`src/rtl/bsg_pkg.sv`:
```
`timescale 1ns/1ps
package bsg_pkg;

    localparam int unsigned SLOW_CLKS = 12;
    localparam int unsigned FAST_CLKS = 6;
    localparam int unsigned PH_W      = $clog2(SLOW_CLKS);

    typedef logic [PH_W-1:0] phase_t;

    typedef enum logic {
        MC_SLOW = 1'b0,
        MC_FAST = 1'b1
    } mc_mode_e;

    typedef struct packed {
        mc_mode_e mode;
        logic     code_ext;
        logic     data_ext;
        logic     ale_mute;
    } cyc_ctx_t;

    typedef struct packed {
        logic   second;
        phase_t off;
    } slot_pos_t;

    // First cycle after reset: standard length, no strobes at all.
    localparam cyc_ctx_t CTX_RESET = '{mode: MC_SLOW, code_ext: 1'b0,
                                       data_ext: 1'b0, ale_mute: 1'b1};

    function automatic phase_t last_phase(mc_mode_e m);
        return (m == MC_FAST) ? phase_t'(FAST_CLKS - 1) : phase_t'(SLOW_CLKS - 1);
    endfunction

    function automatic phase_t slot_len(mc_mode_e m);
        return (m == MC_FAST) ? phase_t'(FAST_CLKS / 2) : phase_t'(SLOW_CLKS / 2);
    endfunction

    // Pulse width: one third of a slot, i.e. one sixth of the machine cycle.
    function automatic phase_t pulse_len(mc_mode_e m);
        return (m == MC_FAST) ? phase_t'(FAST_CLKS / 6) : phase_t'(SLOW_CLKS / 6);
    endfunction

    function automatic slot_pos_t locate(phase_t ph, mc_mode_e m);
        slot_pos_t p;
        p.second = (ph >= slot_len(m));
        p.off    = p.second ? phase_t'(ph - slot_len(m)) : ph;
        return p;
    endfunction

endpackage

```
`src/rtl/bsg_cycle_seq.sv`:
```
`timescale 1ns/1ps
module bsg_cycle_seq
    import bsg_pkg::*;
(
    input  logic     clk,
    input  logic     rst,
    input  mc_mode_e mode_in,
    input  logic     code_in,
    input  logic     data_in,
    input  logic     mute_in,
    output phase_t   phase_q,
    output phase_t   phase_nx,
    output cyc_ctx_t ctx_q,
    output cyc_ctx_t ctx_nx
);

    logic wrap;

    always_comb begin
        wrap     = (phase_q == last_phase(ctx_q.mode));
        phase_nx = wrap ? '0 : phase_t'(phase_q + 1'b1);
        ctx_nx   = ctx_q;
        if (wrap) begin
            ctx_nx.mode     = mode_in;
            ctx_nx.code_ext = code_in;
            ctx_nx.data_ext = data_in;
            ctx_nx.ale_mute = mute_in;
        end
    end

    always_ff @(posedge clk) begin
        if (rst) begin
            phase_q <= '0;
            ctx_q   <= CTX_RESET;
        end else begin
            phase_q <= phase_nx;
            ctx_q   <= ctx_nx;
        end
    end

    AST_PHASE_STEP: assert property (@(posedge clk) disable iff (rst)
        (phase_q != '0) |-> (phase_q == phase_t'($past(phase_q) + 1'b1)));

    AST_PHASE_RANGE: assert property (@(posedge clk) disable iff (rst)
        phase_q <= last_phase(ctx_q.mode));

    AST_CTX_HOLD: assert property (@(posedge clk) disable iff (rst)
        (phase_q != '0) |-> $stable(ctx_q));

endmodule

```
`src/rtl/bsg_strobe_dec.sv`:
```
`timescale 1ns/1ps
module bsg_strobe_dec
    import bsg_pkg::*;
(
    input  logic     clk,
    input  logic     rst,
    input  phase_t   phase_nx,
    input  cyc_ctx_t ctx_nx,
    input  phase_t   phase_q,
    input  cyc_ctx_t ctx_q,
    output logic     ale_q,
    output logic     psen_nq
);

    slot_pos_t pos_nx;
    slot_pos_t pos_q;
    phase_t    width_nx;
    logic      slot_dropped;
    logic      ale_d;
    logic      psen_n_d;

    always_comb begin
        pos_nx       = locate(phase_nx, ctx_nx.mode);
        width_nx     = pulse_len(ctx_nx.mode);
        slot_dropped = pos_nx.second && ctx_nx.data_ext;
        ale_d        = !ctx_nx.ale_mute && (pos_nx.off < width_nx) && !slot_dropped;
        psen_n_d     = !(ctx_nx.code_ext && (pos_nx.off >= phase_t'(2 * width_nx))
                         && !slot_dropped);
        pos_q        = locate(phase_q, ctx_q.mode);
    end

    always_ff @(posedge clk) begin
        if (rst) begin
            ale_q   <= 1'b0;
            psen_nq <= 1'b1;
        end else begin
            ale_q   <= ale_d;
            psen_nq <= psen_n_d;
        end
    end

    AST_STROBE_EXCL: assert property (@(posedge clk) disable iff (rst)
        ale_q |-> psen_nq);

    AST_XDATA_DROP: assert property (@(posedge clk) disable iff (rst)
        (ctx_q.data_ext && pos_q.second) |-> (!ale_q && psen_nq));

    AST_INTERNAL_QUIET: assert property (@(posedge clk) disable iff (rst)
        !ctx_q.code_ext |-> psen_nq);

    AST_MUTE_LOW: assert property (@(posedge clk) disable iff (rst)
        ctx_q.ale_mute |-> !ale_q);

endmodule

```
`src/rtl/bus_strobe_gen.sv`:
```
`timescale 1ns/1ps
module bus_strobe_gen
    import bsg_pkg::*;
(
    input  logic            clk,
    input  logic            rst,
    input  logic            fast_mode,
    input  logic            code_ext,
    input  logic            data_ext,
    input  logic            ale_mute,
    output logic            ale,
    output logic            psen_n,
    output logic [PH_W-1:0] mc_phase
);

    phase_t   phase_q;
    phase_t   phase_nx;
    cyc_ctx_t ctx_q;
    cyc_ctx_t ctx_nx;
    mc_mode_e mode_sel;

    assign mode_sel = fast_mode ? MC_FAST : MC_SLOW;

    bsg_cycle_seq u_seq (
        .clk      (clk),
        .rst      (rst),
        .mode_in  (mode_sel),
        .code_in  (code_ext),
        .data_in  (data_ext),
        .mute_in  (ale_mute),
        .phase_q  (phase_q),
        .phase_nx (phase_nx),
        .ctx_q    (ctx_q),
        .ctx_nx   (ctx_nx)
    );

    bsg_strobe_dec u_dec (
        .clk      (clk),
        .rst      (rst),
        .phase_nx (phase_nx),
        .ctx_nx   (ctx_nx),
        .phase_q  (phase_q),
        .ctx_q    (ctx_q),
        .ale_q    (ale),
        .psen_nq  (psen_n)
    );

    assign mc_phase = phase_q;

    AST_RESET_IDLE: assert property (@(posedge clk)
        $past(rst) |-> (mc_phase == '0 && !ale && psen_n));

endmodule

```
`config.mk`:
```
export PLATFORM = sky130hd
export DESIGN_NAME = bus_strobe_gen
export DESIGN_NICKNAME = d
export VERILOG_FILES = /design/src/rtl/bsg_pkg.sv /design/src/rtl/bsg_cycle_seq.sv /design/src/rtl/bsg_strobe_dec.sv /design/src/rtl/bus_strobe_gen.sv
export SDC_FILE = /design/constraint.sdc
export NUM_CORES = 1
export LEC_CHECK = 0
export ABC_AREA = 1
export CORE_AREA = 2 2 45 47
export CTS_CLUSTER_SIZE = 25
export DETAILED_ROUTE_END_ITERATION = 10
export DIE_AREA = 0 0 47 49
export GPL_TIMING_DRIVEN = 0
export PLACE_DENSITY = 0.79
export SKIP_LAST_GASP = 1
export SLEW_MARGIN = 20
export SYNTH_ARGS = -nofsm -noshare
export SYNTH_HDL_FRONTEND = slang
export SYNTH_SLANG_ARGS = --single-unit
```
`constraint.sdc`:
```
create_clock -name clk -period 4 [get_ports clk]
set_clock_uncertainty 0.05 [all_clocks]
set_input_delay 0.4 -clock clk [delete_from_list [all_inputs] [get_ports clk]]
set_output_delay 0.4 -clock clk [all_outputs]
set_load 0.02 [all_outputs]
```
After elaboration in Yosys (flattened, before gate mapping):

Index checks and enable logic that the tools add are counted.

* bits in registers: 10
* word-level logic and storage cells: 28
* input bits: 6
* output and inout bits: 6

* order comparisons: 3
* muxes and demuxes: 7
* eq/ne operators: 1
* reductions and logical operators: 8
* add/subtract/negate cells: 2

Operators by type and width (count)
* 2-to-1 mux 4 bit: 4
* logical AND 1 bit: 5
* adder 4 x 1 -> 4 bit, second input constant: 1
* == test 4 bit: 1
* >= comparator 4 x 3 -> 1 bit: 1
* >= comparator 4 bit: 1
* less-than comparator 4 bit: 1
* subtractor 4 bit: 1
* zero test 1 bit: 3
* 2-to-1 mux 3 bit: 1
* 2-to-1 mux 2 bit: 1
* 2-to-1 mux 1 bit: 1

Logic depth before layout (Yosys ltp):

* depth in word-level cells: 10
* depth in mapped cells: 21
* mapped depth without buffers: 21

Modules after synthesis:

From an unflattened synthesis, not the netlist that was laid out.

* cells, all modules: 115
* area, all modules: 744.5 um^2

Modules (own cells, without submodules)
* bsg_cycle_seq: area an instance 415.4 um^2, times used 1, cells each 61, sequential area each 160.2 um^2
* bsg_strobe_dec: area an instance 329.1 um^2, times used 1, cells each 54, sequential area each 40.0 um^2

Worst setup path before layout:

OpenSTA, ideal clock, no wires.

* kind: register to register
* start point: reg u_seq.phase_q[0]
* end point: reg u_dec.psen_nq
* path slack: 1.081 ns
* period minus slack after synthesis: 2.919 ns
* buffers on the path: 1
* required time: 3.838 ns
* arrival: 2.757 ns
* stages on the path, launching flop included: 21
* library setup time: 0.112 ns
* path through: dfxtp_1 > buf_6 > nand2_1 > nor2_2 > nand2_2 > nand2_4 > nand2_1 > o21ai_2 > ha_1 > inv_1 > ha_1 > a21oi_1 > nand3_4 > o21a_1 > ha_1 > inv_1 > nand3_1 > nand2_1 > nand2_1 > nand2_1 > nand2_1

RTL lines
* start, declared: RTL line bsg_cycle_seq.sv:11 `output phase_t phase_q,`
* start signal, assigned: RTL line bsg_cycle_seq.sv:36 `phase_q <= phase_nx;`
* end signal, assigned: RTL line bsg_strobe_dec.sv:38 `psen_nq <= psen_n_d;`
* end, declared: RTL line bsg_strobe_dec.sv:12 `output logic psen_nq`

==> results.rst <==
.. list-table::
   :header-rows: 1

   * - Metric
     - Value
   * - Run status
     - complete, no violations
   * - Top cells by area, synth
     - dfxtp_1 (25%), nand2_1 (13%), ha_1 (11%), inv_1 (8.5%), nand2_2 (4.7%)
   * - Clock Pin Slew Worst Setup and Hold Paths
     - 0.07 ns
   * - Cell-by-cell trace of the critical path
     - buf_6, nand2_1, nor2_2, nand2_2, nand2_4, nand2_1, o21ai_2, ha_1, inv_1, ha_1, a21oi_1, nand3_4, o21a_1, ha_1, inv_1, nand3_1, nand2_1, nand2_1, nand2_1, nand2_1
   * - TritonRoute pass-1 iters
     - 4
   * - Number of global-route vias before repair
     - 668
   * - Clock group share of total power
     - 34.7%
   * - Number of filler instances in the final layout
     - 194
   * - Type of the most critical hold path
     - register to register
   * - Residual DRC count
     - 0
   * - Category of cells accounting for the largest share of critical-path delay
     - simple AND/OR/NAND/NOR gates
   * - Global-route wire length before repair
     - 2.53 mm
   * - Input/output buffers
     - 10
   * - Share of power burned in combinational logic
     - 25.6%
   * - Achievable frequency
     - 327 MHz
   * - Total Negative Setup Slacks
     - 0 ns
   * - GRT Resource Usage Total
     - 15.1%
   * - Arr. time, crit path
     - 3.18 ns
   * - Final Hold Violating Endpoints
     - 0
   * - Maximum net fanout on the critical path
     - 8
   * - RSZ-0062 raised after global routing
     - no
   * - Most frequent cell on the critical path
     - nand2_1
   * - Overflow left after global routing
     - 0
   * - Number of antenna violations at the first check in global routing
     - 0
   * - Ys Warns
     - 0
   * - Hold buffers post-CTS
     - 0
   * - CTS root buffer
     - clkbuf_4
   * - Top cell type by total area after synthesis
     - dfxtp_1
   * - Reported leakage power
     - 0.466 nW
   * - Sum of buffers and inverters on the critical path
     - 3
   * - Share of layout cells above drive strength 1
     - 23.3%
   * - Final non-filler cell area
     - 967 µm²
   * - Transition time at the pin with the least slew margin
     - 0.384 ns
   * - Synth Register Bits
     - 10
   * - Final worst path period share
     - 76.5%
   * - Count of final max-slew check failures
     - 0
   * - Switching Power
     - 0.0792 mW
   * - Per-instance average area after synthesis
     - 6.93 µm²
   * - Critical Path Start Type
     - register
   * - Fraction of power consumed by sequential logic
     - 39.7%
   * - Endpoint type of the worst setup path
     - register
   * - Overall power of the completed layout
     - 0.267 mW
   * - Delay of the slowest cell on the worst path
     - 0.37 ns
   * - Routed len/inst
     - 9.74 µm
   * - Final net count
     - 143
   * - Inserted Diodes
     - 0
   * - Final HPWL DP
     - 1.29 mm
   * - Relative area change from synthesis to final layout
     - 21.4%
   * - PnR worst setup slack
     - 0.938 ns
   * - Shortest period the worst path allows
     - 3.06 ns
   * - Number of levels the H-tree was split into
     - 1
   * - Final setup vio count
     - 0
   * - Required time of the critical path
     - 4.12 ns
   * - Die Height
     - 49 µm
   * - Pre-CTS setup slack
     - 0.920 ns
   * - Placeable core region
     - 1840 µm²
   * - Syn nets
     - 128
   * - Number of instances in the synthesized netlist
     - 115
   * - Starting density of the core
     - 43.3%
   * - Gp weighted congestion
     - 0.878
   * - Int Pwr
     - 0.188 mW
   * - Post-synthesis instance area
     - 797 µm²
   * - Horizontal extent of the die
     - 47 µm
   * - PwrDens
     - 276 nW/µm²
   * - Finished Core Util
     - 52.5%
   * - Source-to-sink clock delay at the later pin of the worst-skew pair
     - 0.27 ns
   * - Inserted Clock Buffers
     - 3
   * - Buffer levels on the longest clock path
     - 2
   * - Wire length after detailed routing
     - 1.52 mm
   * - Sequential cell area fraction in the yosys report
     - 25.1%
   * - First DRT Iteration DRCs
     - 1
   * - Routed via count
     - 722
   * - Distinct cell type count after synthesis
     - 24
   * - Type of the worst setup path
     - register to register
   * - CTS resizes
     - 0
   * - Slowest cell on crit path
     - dfxtp_1
   * - Maximum number of pins on one net before global-route repair
     - 10
   * - Max Cap Viol
     - 0
   * - Switching Share
     - 29.7%
   * - Die Area
     - 2300 µm²
   * - Number of ports placed on the die boundary
     - 12
   * - Post CTS Setup Buffer Count
     - 0
   * - Remaining antenna violation count after routing
     - 0
   * - Top-area cell type share of the netlist area
     - 25.1%
   * - CTS tree
     - yes
   * - CTS Sinks
     - 10
   * - Peak supply drop
     - 0.000122 V
   * - Slew Limit Headroom
     - 74.4%
   * - FP Rows
     - 16
   * - Placement Cell Area
     - 931 µm²
   * - Avg Vias per Cell
     - 4.63
==> worst reg2reg max path, stage by stage (launching register included) <==
cell and delay, ns:
dfxtp_1 0.37, buf_6 0.15, nand2_1 0.07, nor2_2 0.11, nand2_2 0.07, nand2_4 0.11, nand2_1 0.07, o21ai_2 0.14
ha_1 0.24, inv_1 0.05, ha_1 0.19, a21oi_1 0.35, nand3_4 0.16, o21a_1 0.22, ha_1 0.29, inv_1 0.06
nand3_1 0.06, nand2_1 0.06, nand2_1 0.04, nand2_1 0.05, nand2_1 0.04
==> power groups by stage <==
stage	Sequential [mW]	Clock (mW)	Combinational (mW)
final	0.106	0.0926	0.0684
after global routing	0.106	0.0970	0.0769
after CTS	0.106	0.0932	0.0692
after detailed placement	0.108	0	0.0691
after global placement	0.108	0	0.0664
after floorplan	0.111	0	0.0485
==> final cells by class <==
class	count	area [µm²]	share of cell area, %
repair buffers	10	100	10.3
multi-input cells	79	492	50.8
flip-flops and latches	10	200	20.7
plain buffers	3	18.8	1.94
clock buffers	4	36.3	3.75
inverters	23	86.3	8.93
well taps	27	33.8	3.49
==> metrics by stage <==
stage	std cells	hold slack [ns]
floorplan	115	0.393
global placement	152	0.413
detailed placement	152	0.419
CTS	156	0.430
global route	156	0.463
finish	156	0.430
==> Yosys cell counts (all sizes together) <==
library cell and number:
nor3 1, dfxtp 10, clkbuf 2, nand3 10, nand2 36, o21bai 1, xnor2 1, a21oi 4
o21ai 2, buf 1, inv 23, or2 2, o21a 1, nand4 3, and2 1, ha 7
nor2 10
==> layout by cell type, fill, tap and decap left out, types with 2 or more instances in the layout <==
cell	count
ha_1	7
nand2_2	6
nor2_1	8
a21oi_1	3
nor2_2	2
or2_2	2
clkbuf_1	2
inv_2	5
clkdlybuf4s50_1	10
clkbuf_4	3
inv_1	18
nand3_1	6
nand4_1	3
o21ai_2	2
nand2_4	2
dfxtp_1	10
nand3_4	2
nand3_2	2
nand2_1	28
==> sequential cells by signal, summed over array words and instances, names as in the netlist <==
signal / flops
u_dec.psen_nq: 1
u_seq.phase_q: 4
u_dec.ale_q: 1
u_seq.ctx_q: 4
==> cell families after synthesis <==
| logic type | after synthesis | share of synthesized area, % |
|---|---|---|
| AO/OA/AOI/OAI | 8 | 7.54 |
| XOR/XNOR | 1 | 1.10 |
| AND/OR/NAND/NOR | 63 | 42.1 |
| flip-flops | 10 | 25.1 |
| buffers and inverters | 26 | 13.2 |
| adder cells (fa/ha/maj) | 7 | 11.0 |
==> path summary, 6_finish.rpt <==
check	start	to	slack [ns]	cells past startpoint
setup / recovery	u_seq.phase_q[0]	u_dec.psen_nq	0.94	20
hold / removal	u_seq.ctx_q[2]	u_seq.ctx_q[2]	0.43	2
setup reg to reg	u_seq.phase_q[0]	u_dec.psen_nq	0.94	20
hold reg to reg	u_seq.ctx_q[2]	u_seq.ctx_q[2]	0.43	2
==> layer usage <==
metal | wire length, µm | global-route usage, %
met1 | 642 | 16.6
met2 | 814 | 26.0
met3 | 18 | 0.370
met4 | 45 | 10.6
met5 | 0 | 0
No activity file was read; power rests on OpenSTA's default activity.
